`config.mk`:
```
export PLATFORM = sky130hd
export DESIGN_NAME = fcode_alu
export DESIGN_NICKNAME = d
export VERILOG_FILES = /design/src/rtl/fcode_alu.sv
export SDC_FILE = /design/constraint.sdc
export NUM_CORES = 1
export LEC_CHECK = 0
export BUFFER_PORTS_ARGS = -buffer_cell sky130_fd_sc_hd__clkbuf_2
export CAP_MARGIN = 5
export CORE_MARGIN = 3
export CORE_UTILIZATION = 50
export CTS_CLUSTER_SIZE = 25
export DETAILED_ROUTE_END_ITERATION = 8
export PLACE_DENSITY = 0.78
export RECOVER_POWER = 25
export SLEW_MARGIN = 10
export SYNTH_ARGS = -nofsm -noshare
export SYNTH_HDL_FRONTEND = slang
export SYNTH_SLANG_ARGS = --single-unit
```
`constraint.sdc`:
```
create_clock -name clk -period 133.9 [get_ports clk]
set_input_delay 40.17 -clock clk [delete_from_list [all_inputs] [get_ports clk]]
set_output_delay 40.17 -clock clk [all_outputs]
set_load 0.02 [all_outputs]
```
`src/rtl/fcode_alu.sv`:
```
module fcode_alu #(
  parameter int W  = 16,
  parameter int SW = $clog2(W)
) (
  input  logic          clk,
  input  logic          rst,
  input  logic [W-1:0]  opnd_a,
  input  logic [W-1:0]  opnd_b,
  input  logic [SW-1:0] shamt,
  input  logic [5:0]    fcode,
  output logic [W-1:0]  result,
  output logic [W-1:0]  hi_q,
  output logic [W-1:0]  lo_q
);
  localparam logic [5:0] F_ADD = 6'b100000;
  localparam logic [5:0] F_SUB = 6'b100010;
  localparam logic [5:0] F_AND = 6'b100100;
  localparam logic [5:0] F_OR  = 6'b100101;
  localparam logic [5:0] F_SLL = 6'b000010;
  localparam logic [5:0] F_MUL = 6'b011000;
  localparam logic [5:0] F_DIV = 6'b011010;

  logic [2*W-1:0] prod;
  logic [W-1:0]   quot, rem;
  logic           div0;

  assign prod = {{W{1'b0}}, opnd_a} * {{W{1'b0}}, opnd_b};
  assign div0 = (opnd_b == '0);
  assign quot = div0 ? '1 : opnd_a / opnd_b;
  assign rem  = div0 ? opnd_a : opnd_a % opnd_b;

  always_comb begin
    case (fcode)
      F_ADD:   result = opnd_a + opnd_b;
      F_SUB:   result = opnd_a - opnd_b;
      F_AND:   result = opnd_a & opnd_b;
      F_OR:    result = opnd_a | opnd_b;
      F_SLL:   result = opnd_a << shamt;
      F_MUL:   result = prod[W-1:0];
      F_DIV:   result = quot;
      default: result = '0;
    endcase
  end

  always_ff @(posedge clk) begin
    if (rst) begin
      hi_q <= '0;
      lo_q <= '0;
    end else if (fcode == F_MUL) begin
      hi_q <= prod[2*W-1:W];
      lo_q <= prod[W-1:0];
    end else if (fcode == F_DIV) begin
      hi_q <= rem;
      lo_q <= quot;
    end
  end

  assert_reset_clears_R10: assert property (@(posedge clk)
    rst |=> (hi_q == '0 && lo_q == '0));

  assert_mul_lo_matches_R5: assert property (@(posedge clk) disable iff (rst)
    fcode == F_MUL |=> lo_q == $past(result));

  assert_div_lo_matches_R6: assert property (@(posedge clk) disable iff (rst)
    fcode == F_DIV |=> lo_q == $past(result));

  assert_div_zero_R7: assert property (@(posedge clk) disable iff (rst)
    (fcode == F_DIV && opnd_b == '0) |=> (lo_q == '1 && hi_q == $past(opnd_a)));

  assert_hold_other_R9: assert property (@(posedge clk) disable iff (rst)
    (fcode != F_MUL && fcode != F_DIV) |=> ($stable(hi_q) && $stable(lo_q)));

  assert_unlisted_zero_R8: assert property (@(posedge clk) disable iff (rst)
    (fcode != F_ADD && fcode != F_SUB && fcode != F_AND && fcode != F_OR &&
     fcode != F_SLL && fcode != F_MUL && fcode != F_DIV) |-> result == '0);
endmodule

```
Word level (Yosys, flattened, before mapping)
Index checks and enable logic that the tools add are counted.

word-level totals
  register bits = 32
  latch bits = 0
  RAM bits = 0
  bits in read-only memories = 0
  bits of input ports = 44
  output and inout port bits = 48
  logic and storage cells = 26
  memories = 0

operators by class
  add/sub/neg operators = 2
  multiply operators = 1
  div/mod/pow operators = 2
  order comparisons = 0
  eq/ne operators = 7
  shifts and indexed selects = 1
  mux-type cells = 7
  bitwise gates (word level) = 2
  reduce and logical (&&, ||, !) cells = 2

operator list
  operator                                                               count
  16-bit one-hot mux with 7 select lines                                 1
  16-bit 2-to-1 mux                                                      6
  16-bit by 16-bit multiplier with 32-bit output                         1
  6-bit equality test, second input constant                             4
  16-bit adder                                                           1
  16-bit AND                                                             1
  16-bit by 16-bit divider with 16-bit output                            1
  16-bit zero test                                                       1
  16-bit by 16-bit remainder unit with 16-bit output                     1
  16-bit OR                                                              1
  16-bit by 4-bit << shifter with 16-bit output                          1
  16-bit subtractor                                                      1
  6-bit by 5-bit equality test with 1-bit output, second input constant  2
  6-bit by 2-bit equality test with 1-bit output, second input constant  1
  2-bit nonzero test                                                     1

Depth between registers and ports, before layout
  depth after elaboration = 4
  depth in mapped cells = 134
  gate-level depth less buffers = 121

Worst setup path before layout
OpenSTA, ideal clock, no wires.

  path kind = input -> output
  from = input port opnd_b[0]
  to = output port result[0]
  arrival = 66.765 ns
  data required time = 93.730 ns
  path slack = 26.965 ns
  stages on the path = 119
  buffers on the path = 12
  cells stage by stage = clkbuf_1 -> inv_1 -> ha_1 -> and3_1 -> a31oi_1 -> nor2_1 -> ha_1 -> or3_1 -> nand3_1 -> o32ai_2 -> ha_1 -> a21oi_1 -> nand2_1 -> and3_1 -> o21a_1 -> ha_1 -> or3_1 -> o22ai_1 -> [... 83 more ...] -> a21o_1 -> a211o_1 -> nor4_1 -> nor4b_1 -> o21ai_0 -> clkbuf_1 -> clkbuf_1 -> mux2_2 -> ha_1 -> a21o_1 -> a221oi_1 -> o311ai_0 -> nor4_1 -> o21bai_1 -> nor2_1 -> nand2_1 -> o21ai_0 -> o21ai_0

between the ends
  word-level cells in the longest chain between the ends = 3
  elaborated cells between the ends (all ways) = 9
  classes of those cells = add/sub (2); mul (1); div (1); mux (2); bitwise (2); reduce/logical (1)

RTL lines
  element                                                                                 line    RTL
  start: declaration                                                                      8       input logic [W-1:0] opnd_b,
  16-bit by 16-bit divider with 16-bit output / 16-bit zero test (equally long branches)  29, 28
  16-bit 2-to-1 mux                                                                       29      assign quot = div0 ? '1 : opnd_a / opnd_b;
  16-bit one-hot mux with 7 select lines *                                                33      case (fcode)
  end: declaration                                                                        11      output logic [W-1:0] result,

Mark *: on every way between the ends. The rest lies on a longest branch, timed or not.

Worst setup path after layout
  from = input port opnd_b[15]
  to = output port result[0]

between the ends
  word-level cells in the longest chain between the ends = 3
  elaborated cells between the ends (all ways) = 4
  classes of those cells = div (1); mux (2); reduce/logical (1)

RTL lines
  element                                                                                 line
  16-bit by 16-bit divider with 16-bit output / 16-bit zero test (equally long branches)  29, 28
  16-bit 2-to-1 mux *                                                                     29
  16-bit one-hot mux with 7 select lines *                                                33

Marked as above.

==> reports/summary.txt <==
Status -> completed
Seq/Total Area, Yosys -> 3.28%
CP top delay family -> compound AO/OA/AOI/OAI gates
Max-cap viol count -> 0
Worst Setup Path Type -> in -> out
# rows -> 71
Num ports -> 92
Commonest cells after routing, fill and taps aside -> nand2_1, inv_1, ha_1
Die width -> 204 µm
Simple-gate portion of the synthesized area -> 21.5%
Post-synth EDFFs -> 0
Detailed-route DRC error count -> 0
XOR/XNOR share of the synthesized area -> 5.21%
Hold WC Path Type -> reg -> reg
Later-pin clock latency in the skew report -> 0.29 ns
Adder-cell area share of the yosys netlist -> 37.6%
Main synth FF type -> dfxtp_1
Setup ws final -> 21.79 ns
Largest cells by area after synthesis -> fa_1, ha_1, nand2_1, inv_1, nor2_1
R2R Path End -> hi_q[2]
Cells after Synth -> 2578
Worst hold endpoint -> lo_q[10]
FF-to-FF setup slack -> 132.77 ns
Worst relative slew slack -> 25.2%
Max-slew violation count -> 0
Clock sinks -> 32
CTS max path bufs -> 2
Post-Syn Area -> 19500 µm²
Routed via count -> 20200
Starting DRT DRC Count -> 2252
Worst path slowest cell -> or4_1
Distinct cell type count after synthesis -> 93
CTS root buffer -> clkbuf_16
Final TNS setup -> 0 ns
Drt via density -> 6.51
Endpoint type of the worst setup path -> output pin
CTS Hold Bufs -> 0
Fin crit share -> 83.7%
WP buf/inv -> 6
Vias in the first global route -> 19900
WL met2 -> 32.1 mm
Fin crit period -> 112.11 ns
Largest stage delay on the critical path -> 0.91 ns
Layout cell share with drive strength beyond 1 -> 8.14%
Final setup vio count -> 0
Clock transition at path regs -> 0.05 ns
Initial antenna violation count -> 2
Final HPWL DP -> 58.4 mm
Final wirelength -> 75.4 mm
Critical path depth in cells -> 111
Complex-gate fraction of the synthesized area -> 21.8%
GRT Util Overall -> 36.1%
Fin Clk Skew -> 0 ns
N_diodes -> 0
Synth Warn # -> 0
Worst IR Drop VDD -> 0.0000330 V
Initial core utilization -> 51.3%
Hold Fails Final Rpt -> 0
Pre-CTS setup slack -> 22.40 ns
Post_cts resized -> 0
R2r worst-path depth -> 4
Post-Syn Nets -> 3079
Post-Route M1 WL -> 29.6 mm
Chip Height -> 204 µm
Finished Cell Area -> 20600 µm²
Data required, critical path -> 93.73 ns
CORE AREA -> 38000 µm²
Util after Layout -> 54.1%
Max Fclk -> 8.92 MHz
Area of the die -> 41400 µm²
Global placement routability congestion -> 1.05
Startpoint of the worst hold path -> lo_q[10]
Max Used Layer -> met5
Avg Cell Area, Syn -> 7.57 µm²
Most used cell, CP -> ha_1
Largest family of logic cells by synthesized area -> adder cells
IO buf count -> 91
WL per Instance -> 24.3 µm
Largest area contributor in the netlist -> fa_1
Crit-path max FO -> 22
CTS Buf Count -> 5
Register bit total from synthesis -> 32
Post-CTS Setup Bufs -> 0
PwrDens -> 18.0 nW/µm²
Commonest non-fill, non-tap cell in the layout -> nand2_1
Post-route ant nets -> 0
RSZ-0062 raised after global routing -> no
Synth-to-Final Area Change -> 5.37%
Slew @ Worst Pin -> 1.12 ns
Crit path arrival time -> 71.94 ns
Met3 wire length -> 9.51 mm
Async SR Flop Fraction -> 0%
CTS tree -> yes
First-pass GRT wire length -> 116 mm
H-Tree Depth -> 2
Gr ovfl total -> 0
Largest net degree at the start of global routing -> 34
Worst reg2reg startpoint -> hi_q[2]
CP startpoint kind -> primary input
Yosys top cell area share -> 20.1%
Mux contribution to synthesized area -> 2.94%
Placed inst area -> 20400 µm²
Drt pass-1 iters -> 7
Final #Nets -> 3092
Leak pwr -> 9.74 nW
Cells on Worst Hold Path -> 2
==> flip-flops by register name, indices dropped and copies added, names as in the netlist <==
register and flops:
hi_q 16, lo_q 16
==> synth_stat cells, types with 15 or more instances <==
cell and count:
and3_1 18, or2_2 23, buf_1 15, o31ai_1 18, o21a_1 41, nand4_1 15
a31oi_1 20, dfxtp_1 32, a211oi_1 34, a21o_1 45, a21oi_1 154, or3_1 24
xnor2_1 70, mux2i_1 31, nand2b_1 18, fa_1 196, o211ai_1 32, inv_1 263
xor2_1 46, ha_1 261, mux2_2 22, nand2_1 311, nor3_1 67, nor2_1 222
o21ai_0 109, nor2b_1 17, nor4_1 16, maj3_1 15, clkbuf_1 104, nand3_1 46
and2_1 69
==> layout make-up <==
type | count | area (µm²)
well taps | 511 | 639
clock inverters | 2 | 12.5
multi-input cells | 2151 | 17400
inverters | 268 | 1010
flip-flops and latches | 32 | 641
clock buffers | 5 | 125
fillers | 3668 | 17500
repair buffers | 133 | 746
==> where the power goes <==
part           total (mW)  leakage, nW  internal [mW]  switching, mW
Clock              0.0119       0.0657        0.00677        0.00517
Sequential         0.0100        0.259        0.00978       0.000245
Combinational       0.347         9.41          0.135          0.212
Total               0.369         9.74          0.152          0.218
==> per-stage QoR <==
stage	total power, mW	hold WS (ns)	std cells
global placement	0.339	0.441	3095
floorplan	0.257	0.535	2578
global route	0.404	0.478	3102
CTS	0.361	0.460	3102
detailed placement	0.346	0.453	3095
finish	0.369	0.458	3102
==> tightest hold or removal path, stage by stage (launching register included) <==
cell and delay [ns]:
dfxtp_1 0.31, nand2_1 0.05, a21oi_1 0.05
==> worst max-delay path by stage <==
stage                     from         to  slack [ns]
detailed placement  opnd_b[15]  result[0]       22.40
CTS                 opnd_b[15]  result[0]       22.26
floorplan            opnd_b[0]  result[0]       26.96
global route        opnd_b[15]  result[0]       19.79
global placement    opnd_b[15]  result[0]       23.36
finish              opnd_b[15]  result[0]       21.79
==> kinds of logic (layout without fill, tap and decap cells) <==
kind of cell | after synthesis | in the layout
buffers and inverters | 395 | 408
adder cells (fa/ha/maj) | 472 | 472
AO/OA/AOI/OAI | 624 | 624
flip-flops | 32 | 32
AND/OR/NAND/NOR | 885 | 885
multiplexers | 54 | 54
XOR/XNOR | 116 | 116
==> routing by layer <==
layer | global-route usage [%] | up-vias
met5 | 0 | -
met4 | 14.4 | 2
met3 | 8.33 | 250
met2 | 56.2 | 1329
met1 | 48.5 | 9621
li1 | - | 9002
Note: power is estimated with default switching activity, not from simulation.
